`config.mk`:
```
export PLATFORM = sky130hd
export DESIGN_NAME = irq_aggregator
export DESIGN_NICKNAME = d
export VERILOG_FILES = /design/src/rtl/irq_agg_pkg.sv /design/src/rtl/cause_bank.sv /design/src/rtl/hold_timer.sv /design/src/rtl/period_timer.sv /design/src/rtl/irq_aggregator.sv
export SDC_FILE = /design/constraint.sdc
export NUM_CORES = 1
export LEC_CHECK = 0
export BUFFER_PORTS_ARGS = -buffer_cell sky130_fd_sc_hd__buf_2
export CAP_MARGIN = 15
export CELL_PAD_IN_SITES_DETAIL_PLACEMENT = 0
export CELL_PAD_IN_SITES_GLOBAL_PLACEMENT = 1
export CORE_MARGIN = 2
export CORE_UTILIZATION = 33
export DETAILED_ROUTE_END_ITERATION = 16
export MAX_ROUTING_LAYER = met4
export PLACE_DENSITY = 0.81
export SYNTH_ARGS = -nofsm -noshare
export SYNTH_HDL_FRONTEND = slang
export SYNTH_SLANG_ARGS = --single-unit
```
`constraint.sdc`:
```
create_clock -name clk -period 2.4 [get_ports clk]
set_clock_uncertainty 0.05 [all_clocks]
set_input_delay 0.12 -clock clk [delete_from_list [all_inputs] [get_ports clk]]
set_output_delay 0.12 -clock clk [all_outputs]
set_load 0.03 [all_outputs]
```
`src/rtl/irq_agg_pkg.sv`:
```
package irq_agg_pkg;
  localparam int DATA_W = 32;

  // Main cause bit positions
  localparam int C_RX_DMA   = 31;
  localparam int C_HW_ERR   = 29;
  localparam int C_RX_PER   = 28;
  localparam int C_TX_DMA   = 27;
  localparam int C_QPTR     = 26;
  localparam int C_FW_ERR   = 25;
  localparam int C_RFKILL   = 7;
  localparam int C_HOT      = 6;
  localparam int C_SW_RX    = 3;
  localparam int C_WAKE     = 1;
  localparam int C_ALIVE    = 0;

  // DMA status bit positions
  localparam int D_ERR      = 31;
  localparam int D_HIPRI    = 30;
  localparam int D_RX1      = 17;
  localparam int D_RX0      = 16;
  localparam int D_TX1      = 1;
  localparam int D_TX0      = 0;

  localparam logic [DATA_W-1:0] CAUSE_IMPL = 32'hBE00_00CB;
  localparam logic [DATA_W-1:0] DMA_IMPL   = 32'hC003_0003;

  // Register word indices (byte address / 4)
  localparam int IDX_CAUSE = 0;
  localparam int IDX_MASK  = 1;
  localparam int IDX_DMA   = 2;
  localparam int IDX_CTRL  = 3;

  // Next value of one write-1-to-clear bit; a new event wins over a clear.
  function automatic logic w1c_bit(input logic cur, input logic clr, input logic set);
    return (cur & ~clr) | set;
  endfunction

  // Main cause bits that a set of DMA events raises.
  function automatic logic [DATA_W-1:0] dma_summary(input logic [DATA_W-1:0] d);
    logic [DATA_W-1:0] s;
    s = '0;
    s[C_RX_DMA] = d[D_RX1] | d[D_RX0] | d[D_HIPRI];
    s[C_TX_DMA] = d[D_TX1] | d[D_TX0];
    s[C_HW_ERR] = d[D_ERR];
    return s;
  endfunction
endpackage

```
`src/rtl/cause_bank.sv`:
```
module cause_bank #(
  parameter int W = 32,
  parameter logic [W-1:0] IMPL = '1
) (
  input  logic         clk,
  input  logic         rst_n,
  input  logic         clr_en,
  input  logic [W-1:0] clr_data,
  input  logic [W-1:0] set,
  output logic [W-1:0] q
);
  for (genvar i = 0; i < W; i++) begin : g_bit
    if (IMPL[i]) begin : g_flop
      always_ff @(posedge clk or negedge rst_n) begin
        if (!rst_n) q[i] <= 1'b0;
        else        q[i] <= irq_agg_pkg::w1c_bit(q[i], clr_en & clr_data[i], set[i]);
      end
    end else begin : g_tie
      assign q[i] = 1'b0;
    end
  end

  p_w1c_clear_r3: assert property (@(posedge clk) disable iff (!rst_n)
    clr_en |=> ((q & $past(clr_data & ~set & IMPL)) == '0));

  p_set_wins_r4: assert property (@(posedge clk) disable iff (!rst_n)
    (|(set & IMPL)) |=> ((q & $past(set & IMPL)) == $past(set & IMPL)));

  p_sticky_r2: assert property (@(posedge clk) disable iff (!rst_n)
    !clr_en |=> ((q & $past(q)) == $past(q)));
endmodule

```
`src/rtl/hold_timer.sv`:
```
module hold_timer #(
  parameter int CW = 8
) (
  input  logic          clk,
  input  logic          rst_n,
  input  logic          tick,
  input  logic [CW-1:0] hold_len,
  input  logic          pend,
  input  logic          bypass,
  output logic          irq,
  output logic          fired
);
  logic [CW-1:0] cnt;
  logic [CW:0]   cnt_inc;
  logic          reach;

  assign cnt_inc = {1'b0, cnt} + 1'b1;
  assign reach   = cnt_inc >= {1'b0, hold_len};

  always_ff @(posedge clk or negedge rst_n) begin
    if (!rst_n) begin
      cnt   <= '0;
      fired <= 1'b0;
    end else if (!pend) begin
      cnt   <= '0;
      fired <= 1'b0;
    end else if (!fired && tick) begin
      if (reach) fired <= 1'b1;
      else       cnt   <= cnt_inc[CW-1:0];
    end
  end

  assign irq = pend & ((hold_len == '0) | fired | bypass);

  p_fire_on_tick_r7: assert property (@(posedge clk) disable iff (!rst_n)
    $rose(fired) |-> $past(tick));

  p_restart_r11: assert property (@(posedge clk) disable iff (!rst_n)
    !pend |=> !fired);
endmodule

```
`src/rtl/period_timer.sv`:
```
module period_timer #(
  parameter int PW = 8
) (
  input  logic          clk,
  input  logic          rst_n,
  input  logic          tick,
  input  logic [PW-1:0] period,
  output logic          pulse
);
  logic [PW-1:0] cnt;
  logic [PW:0]   cnt_inc;
  logic          enabled;

  assign cnt_inc = {1'b0, cnt} + 1'b1;
  assign enabled = period != '0;
  assign pulse   = tick & enabled & (cnt_inc >= {1'b0, period});

  always_ff @(posedge clk or negedge rst_n) begin
    if (!rst_n)        cnt <= '0;
    else if (!enabled) cnt <= '0;
    else if (tick)     cnt <= pulse ? '0 : cnt_inc[PW-1:0];
  end

  p_pulse_on_tick_r9: assert property (@(posedge clk) disable iff (!rst_n)
    pulse |-> (tick && period != '0));
endmodule

```
`src/rtl/irq_aggregator.sv`:
```
module irq_aggregator
  import irq_agg_pkg::*;
#(
  parameter int ADDR_W  = 8,
  parameter int HOLD_W  = 8,
  parameter int PER_W   = 8,
  parameter logic [HOLD_W-1:0] HOLD_RST = 8'h40
) (
  input  logic              clk,
  input  logic              rst_n,
  input  logic              tick,
  input  logic              bus_wr,
  input  logic              bus_rd,
  input  logic [ADDR_W-1:0] bus_addr,
  input  logic [31:0]       bus_wdata,
  output logic [31:0]       bus_rdata,
  input  logic [31:0]       hw_evt,
  input  logic [31:0]       dma_evt,
  output logic              irq
);
  localparam int CTRL_W = HOLD_W + PER_W;
  localparam int IDX_W  = ADDR_W - 2;

  logic [IDX_W-1:0]  idx;
  logic              aligned;
  logic              wr_cause, wr_mask, wr_dma, wr_ctrl;
  logic [31:0]       cause_q, dma_q, mask_q;
  logic [CTRL_W-1:0] ctrl_q;
  logic [31:0]       cause_set, dma_set;
  logic              per_pulse;
  logic              pend, bypass, hold_fired;

  assign idx     = bus_addr[ADDR_W-1:2];
  assign aligned = bus_addr[1:0] == 2'b00;
  assign wr_cause = bus_wr & aligned & (idx == IDX_W'(IDX_CAUSE));
  assign wr_mask  = bus_wr & aligned & (idx == IDX_W'(IDX_MASK));
  assign wr_dma   = bus_wr & aligned & (idx == IDX_W'(IDX_DMA));
  assign wr_ctrl  = bus_wr & aligned & (idx == IDX_W'(IDX_CTRL));

  assign dma_set = dma_evt & DMA_IMPL;
  always_comb begin
    cause_set = hw_evt | dma_summary(dma_set);
    cause_set[C_RX_PER] = cause_set[C_RX_PER] | per_pulse;
    cause_set = cause_set & CAUSE_IMPL;
  end

  cause_bank #(.W(32), .IMPL(CAUSE_IMPL)) u_cause (
    .clk(clk), .rst_n(rst_n), .clr_en(wr_cause), .clr_data(bus_wdata),
    .set(cause_set), .q(cause_q));

  cause_bank #(.W(32), .IMPL(DMA_IMPL)) u_dma (
    .clk(clk), .rst_n(rst_n), .clr_en(wr_dma), .clr_data(bus_wdata),
    .set(dma_set), .q(dma_q));

  always_ff @(posedge clk or negedge rst_n) begin
    if (!rst_n) begin
      mask_q <= '0;
      ctrl_q <= {{PER_W{1'b0}}, HOLD_RST};
    end else begin
      if (wr_mask) mask_q <= bus_wdata & CAUSE_IMPL;
      if (wr_ctrl) ctrl_q <= bus_wdata[CTRL_W-1:0];
    end
  end

  period_timer #(.PW(PER_W)) u_per (
    .clk(clk), .rst_n(rst_n), .tick(tick),
    .period(ctrl_q[CTRL_W-1:HOLD_W]), .pulse(per_pulse));

  assign pend   = |(cause_q & mask_q);
  assign bypass = dma_q[D_HIPRI];

  hold_timer #(.CW(HOLD_W)) u_hold (
    .clk(clk), .rst_n(rst_n), .tick(tick), .hold_len(ctrl_q[HOLD_W-1:0]),
    .pend(pend), .bypass(bypass), .irq(irq), .fired(hold_fired));

  always_comb begin
    bus_rdata = '0;
    if (bus_rd && aligned) begin
      case (idx)
        IDX_W'(IDX_CAUSE): bus_rdata = cause_q;
        IDX_W'(IDX_MASK):  bus_rdata = mask_q;
        IDX_W'(IDX_DMA):   bus_rdata = dma_q;
        IDX_W'(IDX_CTRL):  bus_rdata = 32'(ctrl_q);
        default:           bus_rdata = '0;
      endcase
    end
  end

  p_irq_needs_cause_r6: assert property (@(posedge clk) disable iff (!rst_n)
    irq |-> ((cause_q & mask_q) != '0));

  p_hipri_bypass_r8: assert property (@(posedge clk) disable iff (!rst_n)
    (dma_q[D_HIPRI] && (cause_q & mask_q) != '0) |-> irq);

  p_summary_rx_r5: assert property (@(posedge clk) disable iff (!rst_n)
    (dma_evt[D_RX0] || dma_evt[D_RX1]) |=> cause_q[C_RX_DMA]);

  p_held_low_r7: assert property (@(posedge clk) disable iff (!rst_n)
    (ctrl_q[HOLD_W-1:0] != '0 && !hold_fired && !dma_q[D_HIPRI]) |-> !irq);
endmodule

```
==> flow_metrics.py <==
metrics = {
    "layout": {
        "drive_gt1_share_pct": 43.8,
        "final_util_pct": 51.0,
        "nFillCells": 960,
        "nets": 656,
        "area_growth_pct": 51.5,
        "antenna_cells": 0,
    },
    "critical_path": {
        "r2r-start": "u_per.cnt[2]$_DFFE_PN0P_",
        "cp.arrival_ps": 2880,
        "start_kind": "flip-flop",
        "r2r-end": "u_per.cnt[5]$_DFFE_PN0P_",
        "reg2reg_depth": 12,
        "worst_setup_path_end_kind": "flip-flop",
        "worstSetupPathType": "reg -> reg",
        "reg2reg_slack_ps": -260,
        "crit_fanout": 5,
        "critPathRequiredTime_ps": 2620,
    },
    "clock_network": {
        "cts.sinks": 61,
        "clkTransAtPathRegs_ps": 70,
        "cts_tree": "built",
        "cts-root-buf": "clkbuf_8",
        "h-tree-depth": 3,
        "clock_latency_ps": 350,
        "cts_buffer_depth": 2,
        "numCtsBuffers": 9,
    },
    "logic_synthesis": {
        "netlist_area_sq_um": 3620,
        "syn_inst": 360,
        "synth_area_leaders": "dfrtp_1 41%, mux2_2 9.3%, ha_1 6.2%, a21o_1 3.3%, nand2_1 3.2%",
        "synth_most_common_cell": "dfrtp_1",
        "ys.flop_type": "dfrtp_1",
        "synth.largest_area_cell": "dfrtp_1",
        "synthArstFlopShare_pct": 100,
        "yosysWarnings": 0,
        "synth-seq-cells": 61,
        "synth_edf_count": 0,
        "syn_area_per_cell_sq_um": 10.1,
        "synth-seq-area-share_pct": 42.2,
        "synth_top_area_share_pct": 41.5,
        "synth_common_cells": "60 x dfrtp_1, 31 x nand2_1, 30 x mux2_2",
        "yosysUniqueCellTypes": 52,
    },
    "status": {
        "status": "finished with violations",
        "violations": "setup timing",
    },
    "sta": {
        "slew_violations": 0,
        "setup_ws_ps": -262,
        "setup_viol": 17,
        "max_freq_mhz": 376,
        "hold_viol": 0,
        "relSlewSlack_pct": 50.7,
        "fin_crit_ps": 2660,
        "setup_tns_ps": -2470,
        "finalCritPeriodShare_pct": 111,
        "worstMarginPinSlew_ps": 737,
        "rsz0062_at_grt": "true",
    },
    "hold_path": {
        "min_from": "bus_wdata[1]",
        "min_path_cells": 2,
        "min_to": "mask_q[1]$_DFFE_PN0P_",
        "min_path_type": "in -> reg",
    },
    "placed_design": {
        "io_buffers": 80,
        "dp_hpwl_um": 7130,
        "place.gp.congestion": 0.859,
    },
    "die": {
        "num_rows": 38,
        "fp.coreArea_sq_um": 10700,
        "fp.dieArea_sq_um": 11800,
        "start_util_pct": 33.7,
        "die_w_um": 109,
        "boundaryPins": 142,
        "die_y_um": 109,
    },
    "routing": {
        "vias": 3427,
        "dr.pass1.iters": 5,
        "ant_nets": 0,
        "wl_per_cell_um": 16.8,
        "wirelength_um": 11300,
        "drtIter0Drc": 143,
        "drc_errors": 0,
        "via_per_inst": 5.08,
    },
    "global_route": {
        "antenna_found_initial": 0,
        "grt_pass1_vias": 3535,
        "grt_pass1_wl_um": 16700,
        "grt.total_usage_pct": 18.8,
        "grt_max_degree": 26,
        "gr-total-overflow": 0,
    },
    "pwr": {
        "p_leak_nw": 2.44,
        "ir_drop_mv": 0.269,
        "p_per_area_nw_per_um2": 502,
    },
    "flow_run": {
        "cap_viol_max_count": 0,
    },
}
## cells by family after synthesis
kind of cell / Yosys count / share of synthesized area, %
AO/OA/AOI/OAI: 69 / 12.9
XOR/XNOR: 12 / 2.90
adder cells (fa/ha/maj): 18 / 6.22
buffers and inverters: 39 / 4.94
flip-flops: 61 / 42.2
multiplexers: 39 / 12.5
other: 1 / 0.104
AND/OR/NAND/NOR: 121 / 18.2
## placed cells by master, fill, tap and decap left out, drive strengths merged, types with 15 or more instances in the layout
cell type	count
a21o	16
a21oi	19
buf	129
dfrtp	60
dlygate4sd3	42
ha	18
inv	18
mux2	30
nand2	31
nand3	17
nor2	15
nor3	17
## power breakdown
part	internal, mW	switching, mW	total, mW
clock network	0.503	0.434	0.937
registers	1.06	0.0386	1.10
logic	0.332	0.381	0.713
total	1.90	0.854	2.75
## registers in the layout, indices dropped and copies added (netlist names)
name / count
ctrl_q: 16
u_dma.q: 6
u_cause.q: 11
mask_q: 11
u_hold.cnt: 8
u_hold.fired: 1
u_per.cnt: 8
## worst max-delay path by stage
stage | start | depth (start not counted) | slack (ps) | endpoint
floorplan | u_per.cnt[2]$_DFFE_PN0P_ | 11 | -50 | u_per.cnt[5]$_DFFE_PN0P_
global placement | u_hold.cnt[1]$_DFFE_PN0P_ | 10 | -120 | u_hold.cnt[2]$_DFFE_PN0P_
detailed placement | u_per.cnt[3]$_DFFE_PN0P_ | 12 | -240 | u_per.cnt[7]$_DFFE_PN0P_
CTS | u_per.cnt[2]$_DFFE_PN0P_ | 12 | -110 | u_per.cnt[5]$_DFFE_PN0P_
global route | u_per.cnt[2]$_DFFE_PN0P_ | 12 | -320 | u_per.cnt[7]$_DFFE_PN0P_
finish | u_per.cnt[2]$_DFFE_PN0P_ | 12 | -260 | u_per.cnt[5]$_DFFE_PN0P_
## metal layers
metal	track usage, %	routed length, um	up-vias
li1	-	-	1635
met4	5.40	194	0
met1	22.7	4940	1672
met2	31.9	5750	100
met3	3.59	428	20
met5	-	0	-
## layout make-up
type	instances	area, sq um	share of cell area (%)
Clock inverter	6	62.6	1.14
Inverter	18	67.6	1.23
Sequential cell	61	1530	27.9
Timing Repair Buffer	171	1220	22.3
Multi-Input combinational cell	268	2280	41.7
Clock buffer	10	138	2.51
Tap cell	140	175	3.20
## timing repair
| action | 4_1_cts | 5_1_grt |
|---|---|---|
| pin swaps | 10 | 18 |
| gates cloned | 1 | 2 |
| hold buffers | 42 | 0 |
| gates resized for setup | 22 | 45 |
| setup endpoints to repair | 18 | 18 |
| buffers inserted | 7 | 7 |
| hold endpoints to repair | 53 | 0 |
## worst max-delay path, stage by stage (launching register included)
cell and delay [ps]:
dfrtp_1 370, and3_4 190, and3_4 220, buf_6 100
xor2_1 190, ha_1 260, and3_4 200, a221oi_4 290
o21ai_2 110, nor2_2 180, buf_6 150, nand4b_1 130
a21oi_1 150
## through the flow
step | std cells | setup slack, ps | hold WS [ps] | cell area, sq um | power (mW)
6_report | 674 | -262 | 10.3 | 5480 | 2.75
5_1_grt | 674 | -317 | 9.39 | 5480 | 2.88
4_1_cts | 665 | -108 | 5.37 | 5170 | 2.63
3_5_place_dp | 599 | -245 | 47.5 | 4380 | 1.60
3_3_place_gp | 599 | -120 | 52.5 | 4380 | 1.59
2_1_floorplan | 366 | -48.4 | -226 | 3660 | 1.38
Note: power is estimated with default switching activity, not from simulation.
